**src/rtl/cfgld_pkg.sv**
```systemverilog
package cfgld_pkg;
    localparam int STATION_BYTES = 6;
    localparam int READ_COUNT    = 2 + STATION_BYTES;
    localparam int IDX_W         = $clog2(READ_COUNT);
    localparam int RAM_KB_W      = 16;
    localparam int RAM_SHIFT     = 7;  // 128 KB per unit
    localparam int STATION_W     = 8 * STATION_BYTES;

    typedef enum logic [1:0] {
        ST_GLUE  = 2'd0,
        ST_ISSUE = 2'd1,
        ST_WAIT  = 2'd2,
        ST_DONE  = 2'd3
    } cfgld_state_e;
endpackage

```
**src/rtl/cfgld_seq.sv**
```systemverilog
module cfgld_seq
    import cfgld_pkg::*;
#(
    parameter int                ADDR_W    = 8,
    parameter logic [ADDR_W-1:0] SPEED_OFS = 8'h03,
    parameter logic [ADDR_W-1:0] RAM_OFS   = 8'h04,
    parameter logic [ADDR_W-1:0] MAC_OFS   = 8'h08
) (
    input  logic              clk,
    input  logic              rst_n,
    input  logic              glue_ack,
    input  logic              rd_done,
    output logic              glue_req,
    output logic              rd_start,
    output logic [ADDR_W-1:0] rd_addr,
    output logic              cap_en,
    output logic [IDX_W-1:0]  cap_idx,
    output logic              all_done
);
    localparam logic [IDX_W-1:0] LAST_IDX = IDX_W'(READ_COUNT - 1);

    cfgld_state_e     state, state_nx;
    logic [IDX_W-1:0] idx, idx_nx;

    // state register
    always_ff @(posedge clk) begin
        if (!rst_n) begin
            state <= ST_GLUE;
            idx   <= '0;
        end else begin
            state <= state_nx;
            idx   <= idx_nx;
        end
    end

    // transitions
    always_comb begin
        state_nx = state;
        idx_nx   = idx;
        unique case (state)
            ST_GLUE:  if (glue_ack) state_nx = ST_ISSUE;
            ST_ISSUE: state_nx = ST_WAIT;
            ST_WAIT: begin
                if (rd_done) begin
                    if (idx == LAST_IDX) begin
                        state_nx = ST_DONE;
                    end else begin
                        idx_nx   = idx + 1'b1;
                        state_nx = ST_ISSUE;
                    end
                end
            end
            ST_DONE:  state_nx = ST_DONE;
        endcase
    end

    // outputs
    always_comb begin
        glue_req = 1'b0;
        rd_start = 1'b0;
        cap_en   = 1'b0;
        all_done = 1'b0;
        unique case (state)
            ST_GLUE:  glue_req = 1'b1;
            ST_ISSUE: rd_start = 1'b1;
            ST_WAIT:  cap_en   = rd_done;
            ST_DONE:  all_done = 1'b1;
        endcase
        cap_idx = idx;
        if (idx == '0)
            rd_addr = SPEED_OFS;
        else if (idx == IDX_W'(1))
            rd_addr = RAM_OFS;
        else
            rd_addr = MAC_OFS + ADDR_W'(idx) - ADDR_W'(2);
    end
endmodule

```
**src/rtl/cfgld_fields.sv**
```systemverilog
module cfgld_fields
    import cfgld_pkg::*;
(
    input  logic                 clk,
    input  logic                 rst_n,
    input  logic                 cap_en,
    input  logic [IDX_W-1:0]     cap_idx,
    input  logic [7:0]           cap_data,
    output logic                 rate_sel,
    output logic [RAM_KB_W-1:0]  ram_kb,
    output logic [STATION_W-1:0] station_addr
);
    logic       rate_q;
    logic [7:0] ram_q;

    always_ff @(posedge clk) begin
        if (!rst_n) begin
            rate_q <= 1'b0;
            ram_q  <= '0;
        end else if (cap_en) begin
            if (cap_idx == '0)        rate_q <= |cap_data;
            if (cap_idx == IDX_W'(1)) ram_q  <= cap_data;
        end
    end

    assign rate_sel = rate_q;
    assign ram_kb   = RAM_KB_W'({ram_q, {RAM_SHIFT{1'b0}}});

    for (genvar g = 0; g < STATION_BYTES; g++) begin : g_sta
        logic [7:0] byte_q;
        always_ff @(posedge clk) begin
            if (!rst_n)
                byte_q <= '0;
            else if (cap_en && cap_idx == IDX_W'(g + 2))
                byte_q <= cap_data;
        end
        assign station_addr[STATION_W-1-8*g -: 8] = byte_q;
    end
endmodule

```
**src/rtl/eeprom_cfg_loader.sv**
```systemverilog
module eeprom_cfg_loader
    import cfgld_pkg::*;
#(
    parameter int                ADDR_W    = 8,
    parameter logic [ADDR_W-1:0] SPEED_OFS = 8'h03,
    parameter logic [ADDR_W-1:0] RAM_OFS   = 8'h04,
    parameter logic [ADDR_W-1:0] MAC_OFS   = 8'h08
) (
    input  logic              clk,
    input  logic              rst_n,
    output logic              glue_req,
    input  logic              glue_ack,
    output logic              rd_start,
    output logic [ADDR_W-1:0] rd_addr,
    input  logic              rd_done,
    input  logic [7:0]        rd_data,
    output logic              rate_sel,
    output logic [15:0]       ram_kb,
    output logic [47:0]       station_addr,
    output logic              cfg_valid
);
    logic             cap_en;
    logic [IDX_W-1:0] cap_idx;

    cfgld_seq #(
        .ADDR_W   (ADDR_W),
        .SPEED_OFS(SPEED_OFS),
        .RAM_OFS  (RAM_OFS),
        .MAC_OFS  (MAC_OFS)
    ) u_seq (
        .clk      (clk),
        .rst_n    (rst_n),
        .glue_ack (glue_ack),
        .rd_done  (rd_done),
        .glue_req (glue_req),
        .rd_start (rd_start),
        .rd_addr  (rd_addr),
        .cap_en   (cap_en),
        .cap_idx  (cap_idx),
        .all_done (cfg_valid)
    );

    cfgld_fields u_fields (
        .clk          (clk),
        .rst_n        (rst_n),
        .cap_en       (cap_en),
        .cap_idx      (cap_idx),
        .cap_data     (rd_data),
        .rate_sel     (rate_sel),
        .ram_kb       (ram_kb),
        .station_addr (station_addr)
    );
endmodule

```
**config.mk**
```make
export PLATFORM = sky130hd
export DESIGN_NAME = eeprom_cfg_loader
export DESIGN_NICKNAME = d
export VERILOG_FILES = /design/src/rtl/cfgld_pkg.sv /design/src/rtl/cfgld_seq.sv /design/src/rtl/cfgld_fields.sv /design/src/rtl/eeprom_cfg_loader.sv
export SDC_FILE = /design/constraint.sdc
export NUM_CORES = 1
export LEC_CHECK = 0
export ABC_AREA = 1
export BUFFER_PORTS_ARGS = -buffer_cell sky130_fd_sc_hd__buf_4
export CAP_MARGIN = 20
export CORE_MARGIN = 2
export CORE_UTILIZATION = 52
export CTS_BUF_LIST = sky130_fd_sc_hd__clkbuf_2 sky130_fd_sc_hd__clkbuf_4 sky130_fd_sc_hd__clkbuf_8
export DETAILED_ROUTE_END_ITERATION = 16
export PLACE_DENSITY = 0.88
export SLEW_MARGIN = 20
export SYNTH_ARGS = -nofsm -noshare
export SYNTH_HDL_FRONTEND = slang
export SYNTH_SLANG_ARGS = --single-unit
```
**constraint.sdc**
```tcl
create_clock -name clk -period 2.1 [get_ports clk]
set_clock_uncertainty 0.15 [all_clocks]
set_input_delay 0.105 -clock clk [delete_from_list [all_inputs] [get_ports clk]]
set_output_delay 0.105 -clock clk [all_outputs]
set_load 0.01 [all_outputs]
```
# --- Word-level counts from Yosys, hierarchy flattened ---
# Index checks and enable logic that the tools add are counted.
word_totals:
  inputBits: 12
  ff_bits: 62
  out_inout_bits: 76
  elab_cells: 49
op_classes:
  bitwise: 1
  n_reduce_logical: 13
  n_mux: 10
  n_eq_ne: 12
  add_sub_neg: 3
op_table:
  columns: ["operator", "count"]
  rows:
  - ["$mux W8", 2]
  - ["$eq A3 B3 Y1 const B", 4]
  - ["$pmux W2 S4", 1]
  - ["$reduce_or A8 Y1", 1]
  - ["$sub A8 B2 Y8 const B", 1]
  - ["$eq A3 B2 Y1 const B", 2]
  - ["$logic_and A1 B1 Y1", 6]
  - ["$mux W2", 3]
  - ["$reduce_and A2 Y1", 3]
  - ["$add A4 B3 Y5 const A", 1]
  - ["$eq A2 B2 Y1 const B", 2]
  - ["$mux W1", 4]
  - ["$ne A2 B2 Y1 const B", 2]
  - ["$add A3 B1 Y3 const B", 1]
  - ["$eq A3 B1 Y1 const B", 1]
  - ["$logic_not A3 Y1", 1]
  - ["$reduce_and A3 Y1", 1]
  - ["$eq A2 B1 Y1 const B", 1]
  - ["$logic_not A2 Y1", 1]
  - ["$not A1 Y1", 1]

# --- Depth between registers and ports, before layout ---
# Gate-level depths: netlist of run 1.
depth:
  ltp_word: 4
  mapped_depth: 8
  depth_no_buf: 7

# --- Cells and area by module ---
# From an unflattened synthesis of run 1, not the netlist that was laid out.
unflattened:
  hier_cells: 347
  hier_area_um2: 2631.3
modules_own_cells:
  columns: ["mod", "cells_each", "instances", "seq_area_each_um2", "area_per_inst_um2"]
  rows:
  - ["cfgld_fields", 286, 1, 1141.1, 2235.9]
  - ["cfgld_seq", 61, 1, 100.1, 395.4]

# --- Worst setup path after synthesis of run 1 ---
# OpenSTA, ideal clock, no wires.
synth_path:
  path_kind: "register to register"
  start: "register u_seq.idx[0], in the netlist u_seq.cap_idx[0]"
  end: "register u_seq.idx[0], in the netlist u_seq.cap_idx[0]"
  stages_incl_launch_ff: 8
  period_less_slack_ps: 1601
  setup_time_ps: 113
  setup_slack_ps: 499
  n_path_buf: 1
  required_ps: 1837
  arrival_ps: 1338
  path_cell_list: "dfxtp_1 -> ha_1 -> ha_1 -> clkbuf_1 -> nor2_1 -> nand2_1 -> nand2_1 -> nor2_1"
synth_via:
  elab_chain_len: 3
  elab_cells_between_ends: 4
  classes_between: "add/sub: 1; eq/ne: 1; bitwise: 1; reduce/logical: 1"
synth_lines:
  columns: ["item", "line", "text"]
  rows:
  - ["from (decl)", "cfgld_seq.sv:23", "logic [IDX_W-1:0] idx, idx_nx;"]
  - ["from (signal assigned)", "cfgld_seq.sv:32", "idx <= idx_nx;"]
  - ["$eq A3 B3 Y1", "cfgld_seq.sv:45", "if (idx == LAST_IDX) begin"]
  - ["$not A1 Y1 (no source line)", null, null]
  - ["$reduce_and A3 Y1 (no source line)", null, null]
# Parallel ways exist; a longest one is shown, timed or not.
# A chain may end at the register's enable or synchronous reset.

# --- Worst setup path after layout of run 1 ---
layout_path:
  start: "register u_seq.idx[1], in the netlist u_seq.cap_idx[1]"
  end: "output rd_addr[0]"
layout_via:
  elab_chain_len: 3
  elab_cells_between_ends: 4
  classes_between: "eq/ne: 1; mux: 2; reduce/logical: 1"
layout_lines:
  columns: ["item", "line", "text"]
  rows:
  - ["$eq A3 B1 Y1", "cfgld_seq.sv:72", "else if (idx == IDX_W'(1))"]
  - ["$mux W8", "cfgld_seq.sv:72", null]
  - ["$mux W8 *", "cfgld_seq.sv:70", "if (idx == '0)"]
  - ["to (decl)", "eeprom_cfg_loader.sv:14", "output logic [ADDR_W-1:0] rd_addr,"]
# Every way passes the cells marked *; elsewhere a longest branch is shown, timed or not.

==> out/qor.csv, run 1 <==
metric;value;unit
status;finished, final reports clean;
worst r2r path cells;5;
Die Y;76.31;um
Die Wd;76.31;um
Longest Clk Path Bufs;2;
Critical Path End Type;primary output;
# hold bufs at CTS;9;
synthesized area;0.002719;sq mm
Seq pwr share;51.8;%
XOR/XNOR Fraction of Synth Area;0;%
R2R Path End;u_fields.g_sta[5].byte_q[2]$_SDFFE_PN0P_;
ys async rst share;0;%
cells along the critical path;inv_1 -> ha_1 -> nand2_1 -> inv_1 -> o21ai_0 -> buf_4;
dominant synthesized flop cell;dfxtp_1;
RSZ-0062 raised after global routing;no;
CP endpoint;rd_addr[0];
initial antenna violation count;0;
Mapped Cells;379;
max-slew violations;0;
first-pass GRT wire length;11.10;mm
Int Power;0.001717;W
largest net degree at the start of global routing;46;
Final nets;477;
Seq/Total Area, Yosys;45.65;%
gpl congestion;0.8807;
DRC Markers;0;
Logic pwr share;8.5;%
final worst path period share;90.81;%
Sw Pwr;0.0005902;W
WL per Instance;12.44;um
EDFF count, synth;0;
multiplexer share of the synthesized area;0;%
Post-CTS Setup Bufs;0;
worst path arrival time;1.65;ns
CP max stage cell;dfxtp_1;
number of global-route vias before repair;2424;
Power Density;662.9;mW/mm^2
post_cts resized;0;
post-synthesis register bit count;62;
Final WS setup;0.1929;ns
Multi-input gate area;0.001242;sq mm
LEAKAGE;1.576;nW
Max Cap Viol;0;
worst hold stages;3;
grt total ovfl;0;
starting density of the core;53.57;%
critical path class;reg2out;
commonest non-fill, non-tap cells in the layout;117 x nand2_1, 94 x nor2_1, 77 x buf_4, 62 x dfxtp_1, 20 x a21oi_1;
Hold Crit Class;in2reg;
peak supply drop;527.9;uV
Achievable Freq;524.4;MHz
fill count;464;
Syn-to-layout area delta;28.03;%
Ports;88;
row cnt;26;
final setup fails;0;
vias;2565;
sw frac;25.58;%
Distinct cells, synth;22;
CP Buf/Inv Count;3;
drt initial violations;209;
critical path depth;6;
drt pass-1 iters;4;
DP Wirelength;4.467;mm
Clock transition at path regs;0.07;ns
worst path required time;1.85;ns
synthesized area per cell;7.174;sq um
die area;0.005823;sq mm
post-synthesis simple-gate area fraction;36.49;%
remaining antenna violation count after routing;0;
Register Area;0.001241;sq mm
Min-Delay Startpoint;rd_done;
H-Tree Depth;3;
worst slack at placement;0.3567;ns
layout cells sized above 1;21.81;%
Synth Area in Adders;3.221;%
gr usage total;24.12;%
Clock Power Share;39.7;%
Worst R2R Start;u_seq.cap_idx[0]$_SDFFE_PN0P_;
final worst path period need;1.907;ns
WL final;6.633;mm
core area;0.005075;sq mm
crit-path max FO;5;
IO buf count;75;
largest family of logic cells by synthesized area;simple AND/OR/NAND/NOR gates;
kind of cell adding the most delay to the critical path;flip-flops;
Setup TNS Final;0;ns
largest stage delay on the critical path;0.40;ns
Antenna Cells;0;
CP startpoint kind;flop;
Yosys Warn Count;0;
Synth Area in Compound Gates;4.326;%
CTS tree;yes;
worst skew pair latency;0.34;ns
reg2reg setup slack;0.34;ns
vias per cell;4.812;
Final Hold Fails;0;
commonest non-fill, non-tap cell in the layout;nand2_1;
Critical Path Source;u_seq.cap_idx[1]$_SDFFE_PN0P_;
Critical Path Most Common Cell;inv_1;
Root Buffer;clkbuf_8;
Sink Count;62;
CTS Buf Count;9;
state kept, by name, summed over array words and instances, names as in the netlist:
register / cells
u_seq.cap_idx: 3
u_fields.ram_q: 8
u_fields.g_sta.byte_q: 48
u_seq.state: 2
u_fields.rate_sel: 1
layout make-up:
| cell class | instances | share of cell area, % |
|---|---|---|
| Multi-Input combinational cell | 280 | 35.69 |
| Inverter | 19 | 2.049 |
| Clock inverter | 5 | 0.7189 |
| Timing Repair Buffer | 86 | 19.19 |
| Tap cell | 70 | 2.516 |
| Clock buffer | 11 | 4.170 |
| Sequential cell | 62 | 35.66 |
worst register-to-register path, stage by stage (launching register included):
cell     delay [ns]
dfxtp_1        0.40
ha_1           0.20
ha_1           0.36
nand3_1        0.31
nand2_1        0.14
a21oi_1        0.07
synthesized netlist by cell type, types with 2 or more instances:
| master | count | area share, % |
|---|---|---|
| a21oi_1 | 20 | 3.7 |
| buf_1 | 4 | 0.55 |
| buf_2 | 2 | 0.37 |
| buf_4 | 13 | 3.6 |
| buf_6 | 6 | 2.5 |
| clkbuf_1 | 4 | 0.55 |
| dfxtp_1 | 62 | 46 |
| ha_1 | 7 | 3.2 |
| inv_1 | 17 | 2.3 |
| nand2_1 | 117 | 16 |
| nand3_1 | 3 | 0.55 |
| nand4_1 | 16 | 3.7 |
| nor2_1 | 94 | 13 |
| nor2_4 | 5 | 2.1 |
| o21ai_0 | 2 | 0.37 |
power groups by stage:
stage / sequential, W / combinational, W / clock [W]
after floorplan: 0.00122 / 0.000132 / 0
after global placement: 0.00122 / 0.000176 / 0
after detailed placement: 0.00122 / 0.000180 / 0
after CTS: 0.00119 / 0.000194 / 0.000930
after global routing: 0.00120 / 0.000218 / 0.000991
final: 0.00120 / 0.000196 / 0.000916
cells by family after synthesis:
group | count (synthesis)
AOI/OAI and AO/OA | 23
other | 1
buffers and inverters | 48
DFF | 62
and+or+nand+nor | 238
adders and majority gates | 7
how the worst min path moves through the flow:
stage                                          endpoint  slack, ns
2_1_floorplan               u_seq.state[0]$_SDFFE_PN0P_       0.11
3_3_place_gp                u_seq.state[0]$_SDFFE_PN0P_       0.21
3_5_place_dp                u_seq.state[0]$_SDFFE_PN0P_       0.21
4_1_cts        u_fields.g_sta[1].byte_q[4]$_SDFFE_PN0P_      0.004
5_1_grt        u_fields.g_sta[1].byte_q[4]$_SDFFE_PN0P_       0.02
6_report       u_fields.g_sta[5].byte_q[0]$_SDFFE_PN0P_       0.02
layer usage:
metal	global-route usage, %	vias to the layer above	wire, um
li1	-	1306	-
met1	28.21	1143	2772
met2	39.82	94	3210
met3	6.517	22	423
met4	13.82	0	227
met5	0	-	0
through the flow:
step	total power (W)	cell area (sq um)	utilization, %	instances	hold WS (ns)
after floorplan	0.001352	2760	-	390	0.1150
after global placement	0.001397	3221	63.46	508	0.2072
after detailed placement	0.001401	3221	63.46	508	0.2066
after CTS	0.002318	3481	68.59	533	0.004448
after global routing	0.002404	3481	68.59	533	0.01815
final	0.002307	3481	68.59	533	0.01635
Note: power is estimated with default switching activity, not from simulation.
==> run 2, diff against run 1 <==
Settings changed: SETUP_SLACK_MARGIN set to 0.4.
==> run 2 against run 1 <==
Register-to-register slack gained 0.18 ns. Die area is the same. Combinational power grew 11%. Wire length grew 3.4%. Worst hold slack gained 0.0023 ns. Sequential power is essentially flat. Clock power grew 0.8%. Flip-flop and latch count is the same. Fmax grew 12%. Critical path type unchanged. Largest cell class unchanged. Highest routed layer unchanged.
==> out/qor.csv, run 2 (synthesized netlist as in run 1, its figures left out) <==
metric;value;unit
Syn-to-layout area delta;31.16;%
Sw Pwr;0.0006084;W
Hold Crit Class;in2reg;
critical path class;reg2out;
first-pass GRT wire length;11.39;mm
cells along the critical path;inv_2 -> ha_2 -> nand2_2 -> inv_2 -> nor3_4 -> buf_6;
peak supply drop;558.6;uV
grt total ovfl;0;
Max Cap Viol;0;
Critical Path Most Common Cell;inv_2;
Root Buffer;clkbuf_8;
die area;0.005823;sq mm
sw frac;26.05;%
Worst R2R Start;u_seq.cap_idx[0]$_SDFFE_PN0P_;
RSZ-0062 raised after global routing;yes;
max-slew violations;0;
Clock Power Share;39.5;%
Longest Clk Path Bufs;2;
Setup TNS Final;0;ns
remaining antenna violation count after routing;0;
gpl congestion;0.8807;
IO buf count;75;
worst slack at placement;0.3567;ns
WL per Instance;12.77;um
largest stage delay on the critical path;0.37;ns
starting density of the core;53.57;%
H-Tree Depth;3;
worst skew pair latency;0.35;ns
Final WS setup;0.3998;ns
Logic pwr share;9.3;%
layout cells sized above 1;26.34;%
LEAKAGE;1.592;nW
worst path required time;1.85;ns
Register Area;0.001247;sq mm
final instance area;0.003566;sq mm
met2 wire length;3.376;mm
vias per cell;4.875;
CTS Buf Count;9;
WL final;6.859;mm
Die Wd;76.31;um
gr usage total;24.77;%
row cnt;26;
CTS tree;yes;
Reg with most FFs;u_fields.g_sta.byte_q;
max reg flops;48;
drt initial violations;166;
core area;0.005075;sq mm
Power Density;654.9;mW/mm^2
CP Buf/Inv Count;3;
R2R Path End;u_fields.g_sta[1].byte_q[6]$_SDFFE_PN0P_;
largest net degree at the start of global routing;46;
CP max stage cell;dfxtp_2;
Clock transition at path regs;0.07;ns
drt pass-1 iters;4;
Final nets;481;
Int Power;0.001727;W
DRC Markers;0;
final setup fails;0;
final worst path period need;1.700;ns
Seq pwr share;51.2;%
reg2reg setup slack;0.52;ns
DR top layer;met4;
final worst path period share;80.96;%
fill count;444;
initial antenna violation count;0;
DP Wirelength;4.467;mm
DP Area;0.003221;sq mm
Multi-input gate area;0.001287;sq mm
vias;2618;
Final Hold Fails;0;
status;finished, final reports clean;
CP startpoint kind;flop;
critical path depth;6;
worst path arrival time;1.45;ns
WL met3;422;um
CP endpoint;rd_addr[3];
Sink Count;62;
kind of cell adding the most delay to the critical path;flip-flops;
Ports;88;
commonest non-fill, non-tap cell in the layout;nand2_1;
Achievable Freq;588.2;MHz
WL met1;2.885;mm
Die Y;76.31;um
Critical Path Source;u_seq.cap_idx[0]$_SDFFE_PN0P_;
crit-path max FO;4;
Antenna Cells;0;
Critical Path End Type;primary output;
worst r2r path cells;5;
post-layout total power;0.002335;W
commonest non-fill, non-tap cells in the layout;115 x nand2_1, 93 x nor2_1, 80 x buf_4, 59 x dfxtp_1, 19 x a21oi_1;
number of global-route vias before repair;2476;
==> run 2: what timing repair did <==
action	4_1_cts	5_1_grt
gates resized for setup	12	12
endpoints found under the setup margin	14	31
buffers inserted	4	0
hold buffers	9	0
pin swaps	2	1
hold endpoints to repair	17	0
==> run 2: power groups by stage <==
stage               sequential [W]  clock [W]  combinational [W]
floorplan                  0.00122          0           0.000132
global placement           0.00122          0           0.000176
detailed placement         0.00122          0           0.000180
CTS                        0.00120   0.000930           0.000205
global route               0.00120   0.000991           0.000238
finish                     0.00120   0.000923           0.000217
==> run 2: worst min path at each step <==
stage                  start  depth (start not counted)                                        to  slack (ns)
floorplan           glue_ack                          2               u_seq.state[0]$_SDFFE_PN0P_        0.11
global placement    glue_ack                          3               u_seq.state[0]$_SDFFE_PN0P_        0.21
detailed placement  glue_ack                          3               u_seq.state[0]$_SDFFE_PN0P_        0.21
CTS                  rd_done                          3  u_fields.g_sta[1].byte_q[4]$_SDFFE_PN0P_       0.004
global route         rd_done                          3  u_fields.g_sta[1].byte_q[4]$_SDFFE_PN0P_        0.02
finish               rd_done                          3  u_fields.g_sta[5].byte_q[0]$_SDFFE_PN0P_        0.02
==> run 2: metrics by stage <==
step	std cells	hold WS, ns	utilization (%)
2_1_floorplan	390	0.1150	-
3_3_place_gp	508	0.2072	63.46
3_5_place_dp	508	0.2066	63.46
4_1_cts	537	0.004448	69.58
5_1_grt	537	0.02375	70.27
6_report	537	0.01868	70.27
==> run 2: layer usage <==
layer  up-vias  GRT usage (%)
li1       1315              -
met5         -              0
met3        17          6.517
met4         0          13.45
met2       100          41.77
met1      1186          28.67
==> run 2: layout make-up <==
type	instances	area share, %
multi-input cells	280	36.11
flip-flops and latches	62	34.98
repair buffers	90	19.68
clock buffers	11	4.070
well taps	70	2.456
inverters	19	2.000
clock inverters	5	0.7018
==> run 2: worst reg2reg max path, cell delays in order (launching register included) <==
cell and delay (ns):
dfxtp_2 0.37, ha_1 0.19, ha_1 0.35, nand3_2 0.23
nand2_1 0.11, a21oi_1 0.07
==> run 3, diff against run 2 <==
Clock period 2.1 ns to 1.65 ns, I/O delays scaled along.
==> run 3 against run 2 <==
Wire length is 62% higher. Global-route usage is 5.5 points higher. Via count is 27% higher. Worst setup slack worse by 0.40 ns. Sequential share of layout area is 6.6 points lower. Cell count is 6.1% higher. Flip-flop and latch count stayed put. Power is 49% higher. Worst hold slack better by 0.073 ns. Count of clock-buffer cells in the layout is 1 higher. Non-clock buffer count is 33 higher. Critical path depth stayed put. Critical endpoint is now rd_addr[2]. Highest routed layer unchanged.
==> out/qor.csv, run 3 (synthesized netlist as in run 1, its figures left out) <==
metric;value;unit
status;finished, final reports clean;
Syn-to-layout area delta;63.09;%
final setup fails;0;
Final nets;514;
slew margin rel.;49.47;%
sw frac;25.96;%
vias per cell;5.812;
worst hold stages;5;
kind of cell adding the most delay to the critical path;flip-flops;
first-pass GRT wire length;13.83;mm
Power Density;786.5;mW/mm^2
Critical Path Most Common Cell;inv_4;
starting density of the core;53.57;%
Logic pwr share;11.9;%
Die Y;76.31;um
drt initial violations;455;
critical path depth;6;
CP startpoint kind;flop;
gr usage total;30.27;%
Final Util;87.38;%
Final Hold Slack;0.09154;ns
worst path arrival time;1.41;ns
CTS tree;yes;
Sink Count;62;
Die Wd;76.31;um
Seq pwr share;43.6;%
Critical Path End Type;primary output;
WL final;11.11;mm
DRC Markers;0;
peak supply drop;728.8;uV
worst path required time;1.42;ns
initial antenna violation count;0;
commonest non-fill, non-tap cell in the layout;buf_4;
grt total ovfl;0;
Int Power;0.002582;W
Sw Pwr;0.0009055;W
critical path class;reg2out;
IO buf count;75;
Critical Path Source;u_seq.cap_idx[0]$_SDFFE_PN0P_;
Clock transition at path regs;0.07;ns
Clock Power Share;44.5;%
Root Buffer;clkbuf_8;
Antenna Cells;0;
die area;0.005823;sq mm
core area;0.005075;sq mm
CTS Buf Count;9;
cells along the critical path;inv_4 -> ha_4 -> nand2_4 -> inv_4 -> a21oi_1 -> buf_4;
reg2reg setup slack;0.01;ns
max reg flops;48;
worst skew pair latency;0.35;ns
WL per Instance;19.49;um
Final Hold Fails;0;
Ports;88;
number of global-route vias before repair;2844;
commonest non-fill, non-tap cells in the layout;90 x buf_4, 88 x nor2_1, 71 x nand2_1, 57 x dfxtp_1, 33 x nand2_2;
DP Wirelength;4.628;mm
Worst R2R Start;u_seq.cap_idx[1]$_SDFFE_PN0P_;
CP max stage cell;dfxtp_4;
Reg with most FFs;u_fields.g_sta.byte_q;
final worst path period need;1.646;ns
vias;3313;
LEAKAGE;1.973;nW
final worst path period share;99.75;%
Hold Crit Class;in2reg;
drt pass-1 iters;5;
worst r2r path cells;7;
layout cells sized above 1;45.40;%
row cnt;26;
largest stage delay on the critical path;0.40;ns
remaining antenna violation count after routing;0;
gpl congestion;0.9276;
Max Cap Viol;0;
crit-path max FO;3;
RSZ-0062 raised after global routing;yes;
Longest Clk Path Bufs;2;
CP Buf/Inv Count;3;
Min-Delay Startpoint;rd_data[4];
Achievable Freq;607.6;MHz
max-slew violations;0;
largest net degree at the start of global routing;30;
Least-Margin Pin Slew;0.7579;ns
H-Tree Depth;3;
-- run 3: cell count changes in the layout (fill, tap and decap cells not counted), sizes merged --
cell,previous run,this run
dlymetal6s4s,0,1
clkinv,6,3
clkinvlp,0,1
buf,81,110
bufinv,0,2
inv,18,17
clkbuf,11,15
-- run 3: through the flow --
step	total power [W]	setup WS [ns]	TNS (ns)	instances	cell area, sq um
after global placement	0.001791	0.2086	0	510	3299
after global routing	0.003548	-0.05860	-0.07874	570	4434
after detailed placement	0.001797	0.1505	0	510	3299
after floorplan	0.001730	0.3248	0	390	2844
after CTS	0.003357	0.07598	0	560	4048
final	0.003487	0.004113	0	570	4434
-- run 3: timing repair --
action	CTS	global route
endpoints found under the hold margin	32	0
resized for setup	46	80
pin swaps	17	28
cloned	1	3
hold buffers	10	0
setup endpoints to repair	64	67
setup buffers	23	7
-- run 3: area by class of cell --
| type | count | area (sq um) |
|---|---|---|
| clock buffers | 12 | 152.6 |
| flip-flops and latches | 62 | 1260 |
| clock inverters | 4 | 70.07 |
| well taps | 70 | 87.58 |
| multi-input cells | 280 | 1630 |
| inverters | 19 | 92.59 |
| repair buffers | 123 | 1141 |
| fillers | 224 | 640.6 |
-- run 3: per-layer routing --
metal / part of all wire (%) / track usage (%)
met5: 0 / 0
met1: 35 / 33.53
met2: 49 / 54.34
met4: 6.0 / 13.64
met3: 10 / 7.701
-- run 3: worst paths after layout --
path	endpoint
min	u_fields.g_sta[2].byte_q[4]$_SDFFE_PN0P_
min reg2reg	u_fields.g_sta[5].byte_q[6]$_SDFFE_PN0P_
max reg2reg	u_fields.g_sta[5].byte_q[5]$_SDFFE_PN0P_
max	rd_addr[2]
-- run 3: power by group through the flow --
stage | clock [W] | combinational (W) | sequential, W
2_1_floorplan | 0 | 0.000174 | 0.00156
3_3_place_gp | 0 | 0.000235 | 0.00156
3_5_place_dp | 0 | 0.000240 | 0.00156
4_1_cts | 0.00152 | 0.000317 | 0.00152
5_1_grt | 0.00160 | 0.000431 | 0.00152
6_report | 0.00155 | 0.000414 | 0.00152
-- run 3: worst reg2reg max path: stages (launching register included) --
cell and delay (ns):
dfxtp_4 0.36, buf_6 0.13, ha_4 0.18, ha_4 0.19
buf_6 0.13, nand3_4 0.15, nand2_1 0.10, a21oi_1 0.16
